--- src/rtl/cwa_pkg.sv ---
package cwa_pkg;
  localparam int WORD_W  = 10;
  localparam int COMMA_W = 7;
  // Comma prefix, earliest received bit in bit 0: 0,0,1,1,1,1,1
  localparam logic [COMMA_W-1:0] COMMA_PAT = 7'b1111100;
endpackage

--- src/rtl/cwa_window.sv ---
module cwa_window #(
  parameter int WORD_W = 10,
  parameter int COMMA_W = 7,
  parameter logic [COMMA_W-1:0] COMMA_PAT = 7'b1111100
) (
  input  logic              clk,
  input  logic              rst_n,
  input  logic              shift_en,
  input  logic              bit_in,
  output logic [WORD_W-1:0] win_next,
  output logic              comma_hit
);
  logic [WORD_W-1:0] win_q;

  // newest bit enters at the top, so the oldest bit sits in bit 0
  assign win_next  = {bit_in, win_q[WORD_W-1:1]};
  assign comma_hit = shift_en && (win_next[WORD_W-1 -: COMMA_W] == COMMA_PAT);

  always_ff @(posedge clk) begin
    if (!rst_n)        win_q <= '0;
    else if (shift_en) win_q <= win_next;
  end
endmodule

--- src/rtl/cwa_framer.sv ---
module cwa_framer #(
  parameter int WORD_W = 10,
  parameter int COMMA_W = 7
) (
  input  logic clk,
  input  logic rst_n,
  input  logic shift_en,
  input  logic comma_hit,
  input  logic align_en,
  output logic emit,
  output logic comma_word
);
  localparam int PW = $clog2(WORD_W);
  localparam logic [PW-1:0] LAST_POS   = PW'(WORD_W - 1);
  localparam logic [PW-1:0] RESUME_POS = PW'(COMMA_W);

  logic [PW-1:0] pos_q;
  logic          pend_q;
  logic          hit_en;

  assign hit_en     = comma_hit && align_en;
  assign emit       = shift_en && (pos_q == LAST_POS) && !hit_en;
  assign comma_word = pend_q && align_en;

  always_ff @(posedge clk) begin
    if (!rst_n) begin
      pos_q  <= '0;
      pend_q <= 1'b0;
    end else if (shift_en) begin
      if (hit_en) begin
        // the comma's last bit defines the word position COMMA_W-1
        pos_q  <= RESUME_POS;
        pend_q <= 1'b1;
      end else if (pos_q == LAST_POS) begin
        pos_q  <= '0;
        pend_q <= 1'b0;
      end else begin
        pos_q  <= pos_q + PW'(1);
      end
    end
  end
endmodule

--- src/rtl/cwa_strobes.sv ---
module cwa_strobes #(
  parameter int WORD_W = 10
) (
  input  logic              clk,
  input  logic              rst_n,
  input  logic              emit,
  input  logic              comma_word,
  input  logic [WORD_W-1:0] win_next,
  output logic              word_valid,
  output logic [WORD_W-1:0] word_data,
  output logic              sync_flag,
  output logic              strobe_a,
  output logic              strobe_b
);
  always_ff @(posedge clk) begin
    if (!rst_n) begin
      word_valid <= 1'b0;
      word_data  <= '0;
      sync_flag  <= 1'b0;
      strobe_a   <= 1'b1;
      strobe_b   <= 1'b0;
    end else begin
      word_valid <= emit;
      if (emit) begin
        word_data <= win_next;
        sync_flag <= comma_word;
        if (comma_word) begin
          strobe_a <= 1'b0;
          strobe_b <= 1'b1;
        end else begin
          strobe_a <= strobe_b;
          strobe_b <= strobe_a;
        end
      end
    end
  end
endmodule

--- src/rtl/comma_word_aligner.sv ---
module comma_word_aligner #(
  parameter int WORD_W = cwa_pkg::WORD_W,
  parameter int COMMA_W = cwa_pkg::COMMA_W,
  parameter logic [COMMA_W-1:0] COMMA_PAT = cwa_pkg::COMMA_PAT
) (
  input  logic              clk,
  input  logic              rst_n,
  input  logic              align_en,
  input  logic              bit_valid,
  input  logic              bit_in,
  output logic              word_valid,
  output logic [WORD_W-1:0] word_data,
  output logic              sync_flag,
  output logic              strobe_a,
  output logic              strobe_b
);
  logic [WORD_W-1:0] win_next;
  logic              comma_hit;
  logic              emit;
  logic              comma_word;

  cwa_window #(.WORD_W(WORD_W), .COMMA_W(COMMA_W), .COMMA_PAT(COMMA_PAT)) u_window (
    .clk(clk), .rst_n(rst_n), .shift_en(bit_valid), .bit_in(bit_in),
    .win_next(win_next), .comma_hit(comma_hit)
  );

  cwa_framer #(.WORD_W(WORD_W), .COMMA_W(COMMA_W)) u_framer (
    .clk(clk), .rst_n(rst_n), .shift_en(bit_valid), .comma_hit(comma_hit),
    .align_en(align_en), .emit(emit), .comma_word(comma_word)
  );

  cwa_strobes #(.WORD_W(WORD_W)) u_strobes (
    .clk(clk), .rst_n(rst_n), .emit(emit), .comma_word(comma_word),
    .win_next(win_next), .word_valid(word_valid), .word_data(word_data),
    .sync_flag(sync_flag), .strobe_a(strobe_a), .strobe_b(strobe_b)
  );
endmodule

--- config.mk ---
export PLATFORM = sky130hd
export DESIGN_NAME = comma_word_aligner
export DESIGN_NICKNAME = d
export VERILOG_FILES = /design/src/rtl/cwa_pkg.sv /design/src/rtl/cwa_window.sv /design/src/rtl/cwa_framer.sv /design/src/rtl/cwa_strobes.sv /design/src/rtl/comma_word_aligner.sv
export SDC_FILE = /design/constraint.sdc
export NUM_CORES = 1
export LEC_CHECK = 0
export ABC_AREA = 1
export BUFFER_PORTS_ARGS = -buffer_cell sky130_fd_sc_hd__buf_2
export CELL_PAD_IN_SITES_DETAIL_PLACEMENT = 1
export CELL_PAD_IN_SITES_GLOBAL_PLACEMENT = 1
export CORE_AREA = 8 8 62 64
export CTS_CLUSTER_DIAMETER = 120
export CTS_CLUSTER_SIZE = 20
export DETAILED_ROUTE_END_ITERATION = 6
export DIE_AREA = 0 0 70 72
export PLACE_DENSITY = 0.86
export SLEW_MARGIN = 20
export SYNTH_ARGS = -nofsm -noshare
export SYNTH_HDL_FRONTEND = slang
export SYNTH_HIERARCHICAL = 1
export SYNTH_SLANG_ARGS = --single-unit
--- constraint.sdc ---
create_clock -name clk -period 3.2 [get_ports clk]
set_input_delay 0.16 -clock clk [delete_from_list [all_inputs] [get_ports clk]]
set_output_delay 0.16 -clock clk [all_outputs]
set_load 0.03 [all_outputs]
=== Word-level counts from Yosys, hierarchy flattened ===
Cells that the tools add are included.

* Bits in latches: 0
* RAM bits: 0
* Input port bits: 5
* Output and inout port bits: 14
* Bits in read-only memories: 0
* Logic and storage cells: 25
* Flip-flop bits (word level): 29
* Memories kept: 0

* Equal/unequal tests: 2
* Bitwise gates (word level): 0
* Divide/modulo/power cells: 0
* Reduce and logical (&&, ||, !) cells: 8
* Add/sub/neg operators: 1
* $mul: 0
* Muxes and demuxes: 6
* Order comparisons: 0
* Shift-type cells: 0

{| class="wikitable"
|+ Operator list
! kind !! number
|-
| two-way mux 4 bit || 2
|-
| equality test 7 bit (second input constant) || 1
|-
| logical AND 1 bit || 5
|-
| adder 4 x 1 -> 4 bit (second input constant) || 1
|-
| equality test 4 bit (second input constant) || 1
|-
| two-way mux 1 bit || 4
|-
| AND reduction 2 bit || 1
|-
| nonzero test 2 bit || 1
|-
| zero test 1 bit || 1
|}

=== Longest topological paths before layout ===
* Depth after elaboration: 5
* Mapped depth: 10
* Gate-level depth less buffers: 9

=== Hierarchy ===
Netlist, hierarchy kept.

{| class="wikitable"
|+ By module, submodules not included
! module !! sequential area each (um2) !! times used !! area an instance (um2) !! cells an instance
|-
| cwa_strobes || 280.3 || 1 || 491.7 || 61
|-
| cwa_window || 180.2 || 1 || 375.4 || 48
|-
| cwa_framer || 100.1 || 1 || 269.0 || 42
|}

=== Worst setup path before layout ===
No wires, ideal clock.

* Kind: reg2reg
* From: register u_framer.pos_q[0]
* To: register u_strobes.strobe_a
* Arrival: 1.126 ns
* Setup time: 0.121 ns
* Period minus slack after synthesis: 1.247 ns
* Cell stages (with the launch flop): 9
* Buffers on the path: 1
* Slack: 1.953 ns
* Required time: 3.079 ns
* Cells stage by stage: dfxtp_1 > nand2_2 > nor2_2 > nand2_1 > a21oi_2 > inv_1 > buf_6 > nand2_1 > nand3_1

* Word-level cells in the longest chain between the ends: 3

{| class="wikitable"
|+ RTL lines
! what !! line !! RTL
|-
| start, declared || cwa_framer.sv:17 || <nowiki>logic [PW-1:0] pos_q;</nowiki>
|-
| start signal, assigned || cwa_framer.sv:38 || <nowiki>pos_q <= pos_q + PW'(1);</nowiki>
|-
| equality test 4 bit || cwa_framer.sv:22 || <nowiki>assign emit = shift_en && (pos_q == LAST_POS) && !hit_en;</nowiki>
|-
| logical AND 1 bit (2 in a row) || cwa_framer.sv:22 ||
|-
| net emit || comma_word_aligner.sv:19 || <nowiki>logic emit;</nowiki>
|-
| end signal, assigned || cwa_strobes.sv:31 || <nowiki>strobe_a <= strobe_b;</nowiki>
|-
| end, declared || cwa_strobes.sv:12 || <nowiki>output logic strobe_a,</nowiki>
|}

The timed path passes the listed nets, and every way through them passes these cells.
A chain may end at the register's enable or synchronous reset.

=== Worst setup path after layout ===
* From: register u_framer.pos_q[0]
* To: register u_strobes.word_data[6]

* Word-level cells in the longest chain between the ends: 3

{| class="wikitable"
|+ RTL lines
! what !! line !! RTL
|-
| equality test 4 bit || cwa_framer.sv:22 ||
|-
| logical AND 1 bit (2 in a row) || cwa_framer.sv:22 ||
|-
| net emit || comma_word_aligner.sv:19 ||
|-
| end signal, assigned || cwa_strobes.sv:25 || <nowiki>word_data <= win_next;</nowiki>
|-
| end, declared || cwa_strobes.sv:10 || <nowiki>output logic [WORD_W-1:0] word_data,</nowiki>
|}

The timed path passes the listed nets, and every way through them passes these cells.

==> impl_results.md <==
* Register area at approximately 560 um2
* Reg clk slew, reported paths at roughly 160 ps
* Met1 wire length at 1.19 mm
* Buf/Inv on CP at 1
* Actual slew at the worst max-slew pin at 633 ps
* Post-synth EDFFs at 0
* Antenna cells at 0
* Ys Warns at 6
* Setup TNS Final at 0 ps
* Layout cells sized above 1 at 0.208
* Post-Syn Area at between 0.001 and 0.0015 mm2
* First-pass iteration count of the detailed router at 4
* Synth top area share at 0.493
* Initial DRC Count at 23
* Final Cycle Share at 0.601
* Biggest area consumer among synthesized cells: dfxtp_1
* CTS buffer count at 3
* Die Y at 72 um
* Leak at around 0.65 nW
* HPWL after DPL at 2.11 mm
* Area grow syn2layout at 11.9%
* Syn_area_per_cell at roughly 7.5 um2
* Register bit count reported by yosys at 28
* Hold Fails Final Rpt at 0
* CTS tree: built
* GRT overflow at 0
* Final #Nets at 174
* Worst path most repeated cell: nor2_1
* Worst-skew pair later-pin latency at 320 ps
* GRT Overall Usage at 0.116
* DR vias/cell at between 4 and 5
* Top post-synthesis cells by area: dfxtp_1, nor2_1, o21ai_0
* Min Tclk post-route at a little under 2000 ps
* Critical path arrival at between 2000 and 2500 ps
* Core area at a little under 0.003 mm2
* Met3 wire len at 107 um
* Critical path startpoint category: register
* Num rows at 20
* Vias at 1000
* Cell variety after synth at 20
* Post-CTS setup buffer count at 0
* I/O pins at 19
* Top post-synthesis cells by count: nor2_1, dfxtp_1, nand2_1
* Largest net degree at the start of global routing at 27
* Clk sink count at 28
* Worst relative slew slack at 0.578
* Synth Net Count at 156
* Worst VDD drop at 0.203 mV
* Crit path largest cell delay at between 400 and 500 ps
* Die Wd at ~70 um
* FILL cells at 380
* Highest metal used: met4
* H-tree levels at 1
* DRC at 0
* Final core utilization at 0.438
* Initial Util at 0.391
* CP startpoint: u_framer/pos_q[0]
* Cell count after synthesis at ~150
* PD cells at 501 mW/mm2
* Status: finished clean
* Root Buffer: clkbuf_4
* Ys async rst share at 0
* Top FF cell, synth: dfxtp_1
* CP max-delay cell: a21oi_2
* Clock skew at about 4.7 ps
* CTS Hold Bufs at 0
* Die area at just over 0.005 mm2
* Max FO, Critical Path at 16
* Multi-input gate area at ~460 um2
* Crit path required time at about 3400 ps
* CP cell instances: nand2_2 > nor2_2 > nand2_1 > a21oi_2 > inv_1 > nor2_1 > nor2_1
* Initial antenna violation count at 0
* Post-CTS Resized at 0
* PortBufs at 18
* Worst hold path type: primary input to register
* Worst Setup End Kind: register
* Clk buf depth at 2
* Vias in the first global route at 1109
* Hold_sp: bit_in
* Fmax at roughly 0.52 GHz
* Worst R2R Start: u_framer/pos_q[0]
* CP top delay family: simple AND/OR/NAND/NOR gates
* Max-cap viol count at 0
* Fin. max-slew vios at 0
* Routed wire length at roughly 2.8 mm
* Post-synthesis sequential area ratio at 0.493
* RSZ-0062 raised after global routing: false
* Routed len/inst at roughly 14 um
* Placer congestion estimate at about 0.84
* Post-route ant nets at 0
* WS Path Type: register to register
* Met2 wire len at ~1.5 mm
* Final setup viols at 0
* Most frequent cell after synthesis: nor2_1
* First-pass GRT wire length at approximately 5 mm
-- state kept, by name, summed over array words and instances, names as in the netlist --
name,flops
u_strobes/word_data,10
u_window/win_q,9
u_framer/pos_q,4
u_framer/pend_q,1
u_strobes/strobe_a,1
u_strobes/strobe_b,1
u_strobes/sync_flag,1
u_strobes/word_valid,1
-- per-layer routing --
layer	up-vias	GRT usage
li1	504	-
met1	482	0.117
met2	12	0.222
met3	2	0.0314
met4	0	0.0402
met5	-	0
-- cell usage in the layout (no fill, tap or decap), types with 3 or more instances in the layout --
cell and n:
nand2_2 3, dfxtp_1 28, inv_2 3, nand3_1 4, nand2_1 21, a21oi_1 4, clkbuf_4 3, inv_1 11
o21ai_0 19, nor2_1 42, buf_2 18
-- where the power goes --
part / internal, mW / leakage, nW / switching (mW)
Sequential: 0.358 / 0.228 / 0.00934
Clock: 0.127 / 0.0279 / 0.107
Combinational: 0.0118 / 0.390 / 0.0235
Total: 0.496 / 0.645 / 0.140
-- cell families (layout without fill, tap and decap cells) --
kind of cell / Yosys count / count (layout) / synth area share
AND/OR/NAND/NOR: 75 / 75 / 0.275
flip-flops: 28 / 28 / 0.493
AO/OA/AOI/OAI: 27 / 27 / 0.131
buffers and inverters: 21 / 38 / 0.100
-- through the flow --
step / total power, mW / worst slack [ps] / hold slack, ps / instances / cell area [um2]
after floorplan: 0.398 / 1950 / 296 / 151 / 1140
after global placement: 0.408 / 1350 / 451 / 197 / 1220
after detailed placement: 0.410 / 1190 / 455 / 197 / 1220
after CTS: 0.643 / 1290 / 86.9 / 201 / 1270
after global routing: 0.662 / 1080 / 78.7 / 201 / 1270
final: 0.636 / 1280 / 96.4 / 201 / 1270
-- cell type report --
class                   count  area share
repair buffers             18      0.0709
inverters                  16      0.0512
well taps                  33      0.0325
multi-input cells         102       0.363
flip-flops and latches     28       0.441
clock inverters             1      0.0236
clock buffers               3      0.0177
-- final timing paths --
| check | depth (start not counted) | endpoint | slack [ps] |
|---|---|---|---|
| worst max register to register | 7 | u_strobes/word_data[6] | 1280 |
| worst max-delay path | 7 | u_strobes/word_data[6] | 1280 |
| worst min-delay path | 3 | u_window/win_q[9] | 100 |
| worst min register to register | 2 | u_framer/pend_q | 490 |
-- worst min-delay path: stages --
cell	delay [ps]
buf_2	130
nand2_4	60
a21boi_2	40
Power figures use the tool's default switching activity.
